$ cat src/rtl/pfw_pkg.sv
package pfw_pkg;
   // Positions of the one-hot status bits.
   localparam int ST_W          = 5;
   localparam int IDX_SEALED    = 0;
   localparam int IDX_NORMAL    = 1;
   localparam int IDX_PROTECTED = 2;
   localparam int IDX_BATTERY   = 3;
   localparam int IDX_RECOVER   = 4;

   typedef enum logic [2:0] {
      PH_SEALED,
      PH_NORMAL,
      PH_PROTECTED,
      PH_BATTERY,
      PH_RECOVER
   } pfw_phase_e;

   function automatic logic [ST_W-1:0] phase_onehot(input pfw_phase_e ph);
      logic [ST_W-1:0] v;
      v = '0;
      unique case (ph)
         PH_SEALED:    v[IDX_SEALED]    = 1'b1;
         PH_NORMAL:    v[IDX_NORMAL]    = 1'b1;
         PH_PROTECTED: v[IDX_PROTECTED] = 1'b1;
         PH_BATTERY:   v[IDX_BATTERY]   = 1'b1;
         default:      v[IDX_RECOVER]   = 1'b1;
      endcase
      return v;
   endfunction
endpackage

$ cat src/rtl/pfw_sync.sv
module pfw_sync #(
   parameter int STAGES = 2
) (
   input  logic clk,
   input  logic rst_n,
   input  logic d,
   output logic q
);
   if (STAGES < 2) begin : g_bad_stages
      $error("pfw_sync: STAGES must be at least 2");
   end

   logic [STAGES-1:0] chain;

   for (genvar i = 0; i < STAGES; i++) begin : g_stage
      if (i == 0) begin : g_first
         always_ff @(posedge clk or negedge rst_n) begin
            if (!rst_n) chain[0] <= 1'b0;
            else        chain[0] <= d;
         end
      end else begin : g_next
         always_ff @(posedge clk or negedge rst_n) begin
            if (!rst_n) chain[i] <= 1'b0;
            else        chain[i] <= chain[i-1];
         end
      end
   end

   assign q = chain[STAGES-1];
endmodule

$ cat src/rtl/pfw_seal_latch.sv
module pfw_seal_latch (
   input  logic clk,
   input  logic rst_n,
   input  logic trip_s,
   output logic armed
);
   always_ff @(posedge clk or negedge rst_n) begin
      if (!rst_n)      armed <= 1'b0;
      else if (trip_s) armed <= 1'b1;
   end
endmodule

$ cat src/rtl/pfw_recovery_timer.sv
module pfw_recovery_timer #(
   parameter int unsigned COUNT = 12_500_000
) (
   input  logic clk,
   input  logic rst_n,
   input  logic run,
   output logic done
);
   localparam int CW = $clog2(COUNT + 1);
   localparam logic [CW-1:0] LIMIT = CW'(COUNT);

   if (COUNT < 1) begin : g_bad_count
      $error("pfw_recovery_timer: COUNT must be at least 1");
   end

   logic [CW-1:0] cnt;

   // Cleared whenever the supply is below trip; saturates at LIMIT.
   always_ff @(posedge clk or negedge rst_n) begin
      if (!rst_n)             cnt <= '0;
      else if (!run)          cnt <= '0;
      else if (cnt != LIMIT)  cnt <= cnt + 1'b1;
   end

   assign done = (cnt == LIMIT);
endmodule

$ cat src/rtl/pfw_access_gate.sv
module pfw_access_gate (
   input  logic open,
   input  logic host_ce_n,
   input  logic host_we_n,
   input  logic host_oe_n,
   output logic ram_ce_n,
   output logic ram_we_n,
   output logic dq_drive
);
   always_comb begin
      ram_ce_n = open ? host_ce_n : 1'b1;
      ram_we_n = open ? host_we_n : 1'b1;
      dq_drive = open & ~host_ce_n & ~host_oe_n & host_we_n;
   end
endmodule

$ cat src/rtl/pfw_sequencer.sv
module pfw_sequencer
   import pfw_pkg::*;
#(
   parameter int unsigned CLK_HZ      = 100_000_000,
   parameter int unsigned REC_CYCLES  = CLK_HZ / 8,
   parameter int          SYNC_STAGES = 2
) (
   input  logic            clk,
   input  logic            rst_n,
   input  logic            trip_ok_raw,
   input  logic            swover_ok_raw,
   input  logic            host_ce_n,
   input  logic            host_we_n,
   input  logic            host_oe_n,
   output logic            ram_ce_n,
   output logic            ram_we_n,
   output logic            dq_drive,
   output logic            bat_sel,
   output logic            bat_armed,
   output logic [ST_W-1:0] status
);
   if (REC_CYCLES < 1) begin : g_bad_rec
      $error("pfw_sequencer: REC_CYCLES must be at least 1");
   end

   logic trip_s;
   logic swo_s;
   logic rec_done;
   pfw_phase_e phase;

   pfw_sync #(.STAGES(SYNC_STAGES)) u_sync_trip (
      .clk(clk), .rst_n(rst_n), .d(trip_ok_raw), .q(trip_s));

   pfw_sync #(.STAGES(SYNC_STAGES)) u_sync_swo (
      .clk(clk), .rst_n(rst_n), .d(swover_ok_raw), .q(swo_s));

   pfw_seal_latch u_seal (
      .clk(clk), .rst_n(rst_n), .trip_s(trip_s), .armed(bat_armed));

   pfw_recovery_timer #(.COUNT(REC_CYCLES)) u_timer (
      .clk(clk), .rst_n(rst_n), .run(trip_s), .done(rec_done));

   // Phase decode, combinational from registered state.
   always_comb begin
      if (!bat_armed)     phase = PH_SEALED;
      else if (!swo_s)    phase = PH_BATTERY;
      else if (!trip_s)   phase = PH_PROTECTED;
      else if (!rec_done) phase = PH_RECOVER;
      else                phase = PH_NORMAL;
   end

   assign status  = phase_onehot(phase);
   assign bat_sel = bat_armed & ~swo_s;

   pfw_access_gate u_gate (
      .open     (phase == PH_NORMAL),
      .host_ce_n(host_ce_n),
      .host_we_n(host_we_n),
      .host_oe_n(host_oe_n),
      .ram_ce_n (ram_ce_n),
      .ram_we_n (ram_we_n),
      .dq_drive (dq_drive));
endmodule

$ cat config.mk
export PLATFORM = sky130hd
export DESIGN_NAME = pfw_sequencer
export DESIGN_NICKNAME = d
export VERILOG_FILES = /design/src/rtl/pfw_pkg.sv /design/src/rtl/pfw_sync.sv /design/src/rtl/pfw_seal_latch.sv /design/src/rtl/pfw_recovery_timer.sv /design/src/rtl/pfw_access_gate.sv /design/src/rtl/pfw_sequencer.sv
export SDC_FILE = /design/constraint.sdc
export NUM_CORES = 1
export LEC_CHECK = 0
export CAP_MARGIN = 15
export CORE_ASPECT_RATIO = 0.8
export CORE_MARGIN = 1
export CORE_UTILIZATION = 30
export CTS_CLUSTER_SIZE = 10
export DETAILED_ROUTE_END_ITERATION = 8
export PLACE_DENSITY = 0.56
export SETUP_SLACK_MARGIN = 0.5
export SLEW_MARGIN = 40
export SYNTH_ARGS = -nofsm -noshare
export SYNTH_HDL_FRONTEND = slang
export SYNTH_SLANG_ARGS = --single-unit
$ cat constraint.sdc
create_clock -name clk -period 2.6 [get_ports clk]
set_input_delay 0.39 -clock clk [delete_from_list [all_inputs] [get_ports clk]]
set_output_delay 0.39 -clock clk [all_outputs]
set_load 0.01 [all_outputs]
Word level (Yosys, flattened, before mapping)
Index checks and enable logic that the tools add are counted.

$add $sub $neg: 1. Equality and inequality tests: 6. Multiplexer cells: 13. Bitwise gates (word level): 7. Reductions and logical operators: 2.

Operator list (count): $mux 24 (2); $add 24x1->24 const B (1); $eq 24x24->1 const B (1); $ne 24x24->1 const B (1); $mux 3 (4); $mux 1 (7); $eq 3x2->1 const B (2); $and 1x1->1 (4); $reduce_or 4->1 (1); $eq 3x1->1 const B (1); $logic_not 3->1 (1); $not 1->1 (3); $ne 2x1->1 const B (1).

Register bits after elaboration: 29. Word-level logic and storage cells: 35.

Longest topological paths before layout
Gate-level depths: netlist of the first run.

Depth in word-level cells: 9. Gate-level depth with buffers: 7.

Hierarchy
A second synthesis of the first run with hierarchy kept.

Cell total of the unflattened synthesis: 147. Area, all modules: 1511.4 µm².

By module, submodules not included: pfw_recovery_timer (instances 1, cells each 132, area each 1310.0 µm²); pfw_sync (instances 2, cells each 2, area each 50.0 µm²); pfw_sequencer (instances 1, cells each 6, area each 45.0 µm²); pfw_seal_latch (instances 1, cells each 2, area each 31.3 µm²); pfw_access_gate (instances 1, cells each 3, area each 25.0 µm²).

Worst setup path after synthesis of the first run
OpenSTA, ideal clock, no wires.

Path type: reg2out. Start: reg u_timer.cnt[0]. End: out dq_drive. Arrival time: 1.936 ns. Data required time: 2.210 ns. Setup slack: 0.274 ns. Cell stages (with the launch flop): 7. Path buffers: 0. Path through: dfrtp_1 -> inv_1 -> ha_1 -> or4b_1 -> nor3_1 -> nand2_1 -> nor4_1.

Word-level cells in the longest chain between the ends: 9.

Ends and longest elaborated chain: from (decl) (RTL line pfw_recovery_timer.sv:16) `logic [CW-1:0] cnt;`; from (signal assigned) (RTL line pfw_recovery_timer.sv:22) `else if (cnt != LIMIT) cnt <= cnt + 1'b1;`; $eq 24x24->1 (RTL line pfw_recovery_timer.sv:25) `assign done = (cnt == LIMIT);`; $mux 3 (RTL line pfw_sequencer.sv:48) `else if (!rec_done) phase = PH_RECOVER;`; $mux 3 (RTL line pfw_sequencer.sv:47) `else if (!trip_s) phase = PH_PROTECTED;`; $mux 3 (RTL line pfw_sequencer.sv:46) `else if (!swo_s) phase = PH_BATTERY;`; $mux 3 (RTL line pfw_sequencer.sv:45) `if (!bat_armed) phase = PH_SEALED;`; $eq 3x1->1 (RTL line pfw_sequencer.sv:56) `.open (phase == PH_NORMAL),`; $and 1x1->1 (3 in a row) (RTL line pfw_access_gate.sv:13) `dq_drive = open & ~host_ce_n & ~host_oe_n & host_we_n;`; to (decl) (RTL line pfw_sequencer.sv:17) `output logic dq_drive,`.

No other way between the ends.

Final worst setup path of the first run
Start: reg u_timer.cnt[0]. End: out ram_we_n.

Word-level cells in the longest chain between the ends: 7.

Ends and longest elaborated chain: $eq 24x24->1 (RTL line pfw_recovery_timer.sv:25); $mux 3 (RTL line pfw_sequencer.sv:48); $mux 3 (RTL line pfw_sequencer.sv:47); $mux 3 (RTL line pfw_sequencer.sv:46); $mux 3 (RTL line pfw_sequencer.sv:45); $eq 3x1->1 (RTL line pfw_sequencer.sv:56); $mux 1 (RTL line pfw_access_gate.sv:12) `ram_we_n = open ? host_we_n : 1'b1;`; to (decl) (RTL line pfw_sequencer.sv:16) `output logic ram_we_n,`.

No other way between the ends.

==> results of run 1 <==
report_power, final:
group | internal, mW | total [mW] | switching [mW]
registers | 0.458 | 0.464 | 0.00544
logic | 0.0312 | 0.0668 | 0.0356
clock network | 0.209 | 0.363 | 0.153
what timing repair did:
| item | in CTS | in global routing |
|---|---|---|
| hold endpoints to repair | 0 | 0 |
| resized for setup | 23 | 3 |
| setup buffers | 2 | 1 |
| endpoints found under the setup margin | 5 | 7 |
| pin swaps | 4 | 2 |
state kept, by name, summed over array words and instances (netlist names):
name               cells
u_timer.cnt           24
u_seal.armed           1
u_sync_swo.chain       1
u_sync_swo.q           1
u_sync_trip.chain      1
u_sync_trip.q          1
synthesized netlist by cell type (5+ instances only):
library cell / n / area (um2)
o31ai_1: 8 / 60.1
a21oi_1: 13 / 65.1
nand2b_1: 5 / 31.3
nor4_1: 5 / 31.3
or4_1: 6 / 45.0
nand3_1: 15 / 75.1
nor2_1: 11 / 41.3
nand2_1: 13 / 48.8
inv_1: 9 / 33.8
dfrtp_1: 29 / 726
layout by cell type (no fill, tap or decap), types with 2 or more instances in the layout:
master | Yosys | final
o31ai_1 | 8 | 8
o21ai_0 | 4 | 4
nand4_1 | 4 | 4
or3_1 | 4 | 2
clkdlybuf4s50_1 | 0 | 11
nor4_1 | 5 | 4
or4_1 | 6 | 6
nor2_1 | 11 | 11
and4_1 | 2 | 2
a21oi_1 | 13 | 12
xnor2_1 | 4 | 4
nand2b_1 | 5 | 5
nand3_1 | 15 | 14
dfrtp_1 | 29 | 29
clkbuf_8 | 0 | 6
buf_2 | 0 | 3
or4_2 | 2 | 2
xor2_1 | 4 | 4
buf_4 | 1 | 15
ha_1 | 2 | 2
inv_1 | 9 | 8
and3_1 | 3 | 3
mux2i_1 | 3 | 3
nand2_1 | 13 | 12
or3_4 | 0 | 2
buf_6 | 1 | 2
final timing paths:
| check | start | to | slack, ns | depth (start not counted) |
|---|---|---|---|---|
| worst min register to register | u_sync_swo.chain[0] | u_sync_swo.q | 0.35 | 0 |
| worst max register to register | u_timer.cnt[6] | u_timer.cnt[20] | 0.61 | 5 |
| min in group asynchronous | rst_n | u_timer.cnt[1] | 0.50 | 2 |
| worst min-delay path | u_sync_swo.chain[0] | u_sync_swo.q | 0.35 | 0 |
| max in group asynchronous | rst_n | u_sync_trip.q | 1.82 | 2 |
| worst max-delay path | u_timer.cnt[0] | ram_we_n | 0.15 | 7 |
worst max-delay path, cell delays in order, from the launching register on:
cell and delay [ns]:
dfrtp_1 0.38, inv_2 0.06, ha_1 0.12, or4b_4 0.47, nor3_4 0.15, nand2_2 0.10, or3_4 0.37, buf_6 0.13
per-layer routing:
layer / up-vias / share of wire [%] / GRT usage, %
met5: - / 0 / 0
met4: 0 / 0.48 / 5.04
met3: 3 / 4.1 / 3.31
met2: 32 / 46 / 23.2
met1: 659 / 49 / 19.6
li1: 651 / - / -
kinds of logic (layout without fill, tap and decap cells):
group           after synthesis  after routing  share of synthesized area [%]
fa+ha+maj                     2              2                           1.64
mux                           3              3                           1.97
buf+inv                      14             47                           4.18
xor+xnor                      8              8                           4.59
simple gates                 79             79                           30.1
flops                        29             29                           47.5
compound gates               26             26                           10.0
through the flow:
stage	power (mW)	area, um2
global placement	0.535	1860
floorplan	0.497	1560
detailed placement	0.538	1860
finish	0.893	1970
CTS	0.904	1940
global route	0.937	1970
cell type report:
type	count	area share (%)
Clock buffer	7	4.38
Inverter	9	1.72
Multi-Input combinational cell	118	40.0
Sequential cell	29	36.8
Tap cell	60	3.81
Timing Repair Buffer	31	13.2
==> impl_metrics.py, run 1 <==
metrics = {
    "outcome": {
        "status": "completed",
    },
    "grt": {
        "grt_usage_pct": 14.7,
        "grt.overflow.total": 0,
        "grt_pass1_vias": 1326,
        "antenna_found_initial": 0,
        "grt_max_degree": 30,
        "grt_pass1_wl_um": 6000,
    },
    "sta": {
        "layout_min_cycle_time_ns": 2.45,
        "worstMarginPinSlew_ns": 0.572,
        "hold_violations": 0,
        "finClkSkew_ns": 0.00355,
        "fin_ws_ns": 0.148,
        "fin_tns_setup_ns": 0,
        "setup_viol": 0,
        "maxSlewHeadroom_pct": 61.5,
        "finalCritPeriodShare_pct": 94.3,
        "rsz0062_at_grt": "yes",
        "slew_viol_final": 0,
        "holdWs_ns": 0.346,
        "fmax_mhz": 408,
    },
    "floorplanning": {
        "initial_core_util_pct": 32.2,
        "die_area_um2": 5380,
        "ios": 17,
        "die_w_um": 81.8,
        "num_rows": 22,
        "die_y_um": 65.8,
        "core_area_um2": 4730,
    },
    "logic_synthesis": {
        "ys.flop_type": "dfrtp_1",
        "ys_warn_count": 0,
        "synth_cells": 161,
        "ys_ff_latch": 29,
        "netlist_area_um2": 1530,
        "yosysSeqAreaShare_pct": 47.5,
        "syn_area_per_cell_um2": 9.48,
        "async_flop_share_pct": 100,
        "synth_fp_nets": 170,
        "synth-edff-count": 0,
        "ys_types": 32,
    },
    "critical_path": {
        "cp.arrival_ns": 2.06,
        "criticalPathCategory": "reg2out",
        "worstSetupStartpointType": "flip-flop",
        "cp_max_fo": 4,
        "cp-end-kind": "primary output",
        "crit_required_ns": 2.21,
    },
    "clock_network": {
        "htree_levels": 2,
        "cts_root_buffer": "clkbuf_8",
        "path_clk_slew_ns": 0.06,
        "clk-insertion-delay-late_ns": 0.27,
        "tritoncts": "built",
        "holdBufCountCts": 0,
        "numClockSinks": 29,
        "clockBufferDepth": 2,
        "cts_made_buffers": 5,
    },
    "layout": {
        "drive_gt1_share_pct": 20.6,
        "regArea_um2": 726,
        "fin_cells": 254,
        "n_antenna_cell": 0,
        "nFillCells": 479,
        "final_util_pct": 41.6,
        "multiInputGateArea_um2": 788,
        "area_growth_pct": 29.0,
        "fin_nets": 203,
    },
    "job": {
        "drv_cap": 0,
    },
    "power_and_ir_drop": {
        "ir_worst_vdd_uv": 202,
        "power_density_nw_per_um2": 454,
        "p_leak_nw": 0.799,
    },
    "placement": {
        "hpwl_um": 2340,
        "placed_cells": 244,
        "numPortBuffers": 16,
        "dp_slack_ns": 0.0621,
        "globalplace.congestion": 0.793,
    },
    "detailed_routing": {
        "vias_per_cell": 5.30,
        "drt-total-wl_um": 3370,
        "initialDrtViolationCount": 112,
        "wl_per_cell_um": 13.3,
        "vias": 1345,
        "dr.pass1.iters": 4,
        "drc": 0,
        "ant_nets": 0,
    },
    "worst_hold_path": {
        "hold_class": "reg2reg",
    },
}
Note: power is estimated with default switching activity, not from simulation.
==> run 2, diff against run 1 <==
==> constraint.sdc (replaced) <==
create_clock -name clk -period 3.1 [get_ports clk]
set_input_delay 0.465 -clock clk [delete_from_list [all_inputs] [get_ports clk]]
set_output_delay 0.465 -clock clk [all_outputs]
set_load 0.01 [all_outputs]
==> run 2 against run 1 <==
Net effect: sequential power fell by 16%; power decreased by 4.8%; utilization is 1.1 points lower; hold slack improved by 0.0067 ns; final area shrank 2.6%; clock power rose by 12%; setup slack gained 0.34 ns; register-to-register slack better by 0.41 ns; critical path depth unchanged; count of clock-buffer cells in the layout stayed put; global-route usage fell by 0.92 points; critical endpoint is now ram_ce_n; non-clock buffer count down 9.
==> impl_metrics.py, run 2 (same netlist as run 1, synthesis figures left out) <==
metrics = {
    "outcome": {
        "status": "completed",
    },
    "job": {
        "drv_cap": 0,
    },
    "layout": {
        "drive_gt1_share_pct": 15.1,
        "area_growth_pct": 25.7,
        "fin_nets": 194,
        "final_common_cell": "dfrtp_1",
        "top_register": "u_timer.cnt",
        "mostFrequentLayoutCells": "dfrtp_1 (29), nand3_1 (15), a21oi_1 (13)",
        "n_antenna_cell": 0,
        "largest_register_ffs": 24,
    },
    "floorplanning": {
        "initial_core_util_pct": 32.2,
        "die_area_um2": 5380,
        "die_y_um": 65.8,
        "ios": 17,
        "core_area_um2": 4730,
        "num_rows": 22,
        "die_w_um": 81.8,
    },
    "power_and_ir_drop": {
        "ir_worst_vdd_uv": 188,
        "power_density_nw_per_um2": 444,
        "p_leak_nw": 0.756,
    },
    "sta": {
        "worstMarginPinSlew_ns": 0.645,
        "fin_ws_ns": 0.492,
        "finalCritPeriodShare_pct": 84.1,
        "finClkSkew_ns": 0.0121,
        "slew_viol_final": 0,
        "fmax_mhz": 383,
        "hold_violations": 0,
        "rsz0062_at_grt": "yes",
        "layout_min_cycle_time_ns": 2.61,
        "fin_tns_setup_ns": 0,
        "setup_viol": 0,
        "maxSlewHeadroom_pct": 56.6,
    },
    "detailed_routing": {
        "vias": 1316,
        "drc": 0,
        "vias_per_cell": 5.35,
        "drt-total-wl_um": 3450,
        "wl_per_cell_um": 14.0,
        "dr.pass1.iters": 5,
        "ant_nets": 0,
        "initialDrtViolationCount": 88,
    },
    "clock_network": {
        "path_clk_slew_ns": 0.07,
        "cts_root_buffer": "clkbuf_8",
        "holdBufCountCts": 0,
        "clk-insertion-delay-late_ns": 0.28,
        "cts_made_buffers": 5,
        "numClockSinks": 29,
        "htree_levels": 2,
        "tritoncts": "built",
        "clockBufferDepth": 2,
    },
    "grt": {
        "grt_pass1_wl_um": 5550,
        "grt_pass1_vias": 1203,
        "grt.overflow.total": 0,
        "grt_usage_pct": 13.8,
        "antenna_found_initial": 0,
        "grt_max_degree": 30,
    },
    "placement": {
        "numPortBuffers": 16,
        "hpwl_um": 2380,
        "globalplace.congestion": 0.772,
        "dp_slack_ns": 0.283,
    },
    "critical_path": {
        "cp-end-kind": "primary output",
        "criticalPathCategory": "reg2out",
        "cp.arrival_ns": 2.14,
        "worstSetupStartpointType": "flip-flop",
        "cp_max_fo": 4,
        "crit_required_ns": 2.63,
    },
    "worst_hold_path": {
        "hold_class": "reg2reg",
    },
}
## run 2: final cells by class
type	instances	area (um2)
timing repair buffer	22	188
sequential	29	726
fill	473	2820
clock buffer	7	86.3
tap	60	75.1
multi-input combinational	118	779
clock inverter	1	30.0
inverter	9	33.8
## run 2: final timing paths
path | start | end | slack, ns | cells after the start
worst max-delay path | u_timer.cnt[0] | ram_ce_n | 0.49 | 7
worst max register to register | u_timer.cnt[0] | u_timer.cnt[13] | 1.02 | 5
worst min-delay path | u_sync_trip.chain[0] | u_sync_trip.q | 0.35 | 0
min in group asynchronous | rst_n | u_timer.cnt[3] | 0.56 | 2
max in group asynchronous | rst_n | u_timer.cnt[14] | 2.24 | 2
worst min register to register | u_sync_trip.chain[0] | u_sync_trip.q | 0.35 | 0
## run 2: per-layer routing
metal  global-route usage, %  part of all wire [%]  routed length, um  vias up
met5                       0                     0                  0        -
met4                    2.63                  0.55                 19        0
met3                    4.97                   2.4                 84        2
met2                    22.3                    48               1670       17
met1                    17.6                    49               1680      664
li1                        -                     -                  -      633
## run 2: per-stage QoR
stage	hold WS, ns	util, %	instances	total power, mW	cell area, um2
floorplan	0.169	-	161	0.415	1530
global placement	0.333	37.1	235	0.441	1750
detailed placement	0.341	37.1	235	0.443	1750
CTS	0.355	39.9	245	0.854	1890
global route	0.370	40.5	246	0.882	1920
finish	0.353	40.5	246	0.851	1920
## run 2: report_power, final
group | internal [mW] | switching (mW)
Clock | 0.262 | 0.143
Combinational | 0.0267 | 0.0298
Sequential | 0.384 | 0.00533
Total | 0.673 | 0.178
## run 2: critical path, cell delays in order (launching register included)
cell,delay [ns]
dfrtp_1,0.40
inv_2,0.09
ha_4,0.13
or4b_4,0.48
nor3_4,0.16
nand2_2,0.10
or3_1,0.36
buf_2,0.15
## run 2: repair_timing
action	4_1_cts	5_1_grt
buffers inserted	2	1
pin swaps	2	0
endpoints found under the setup margin	5	3
cloned	0	0
resized for setup	15	7
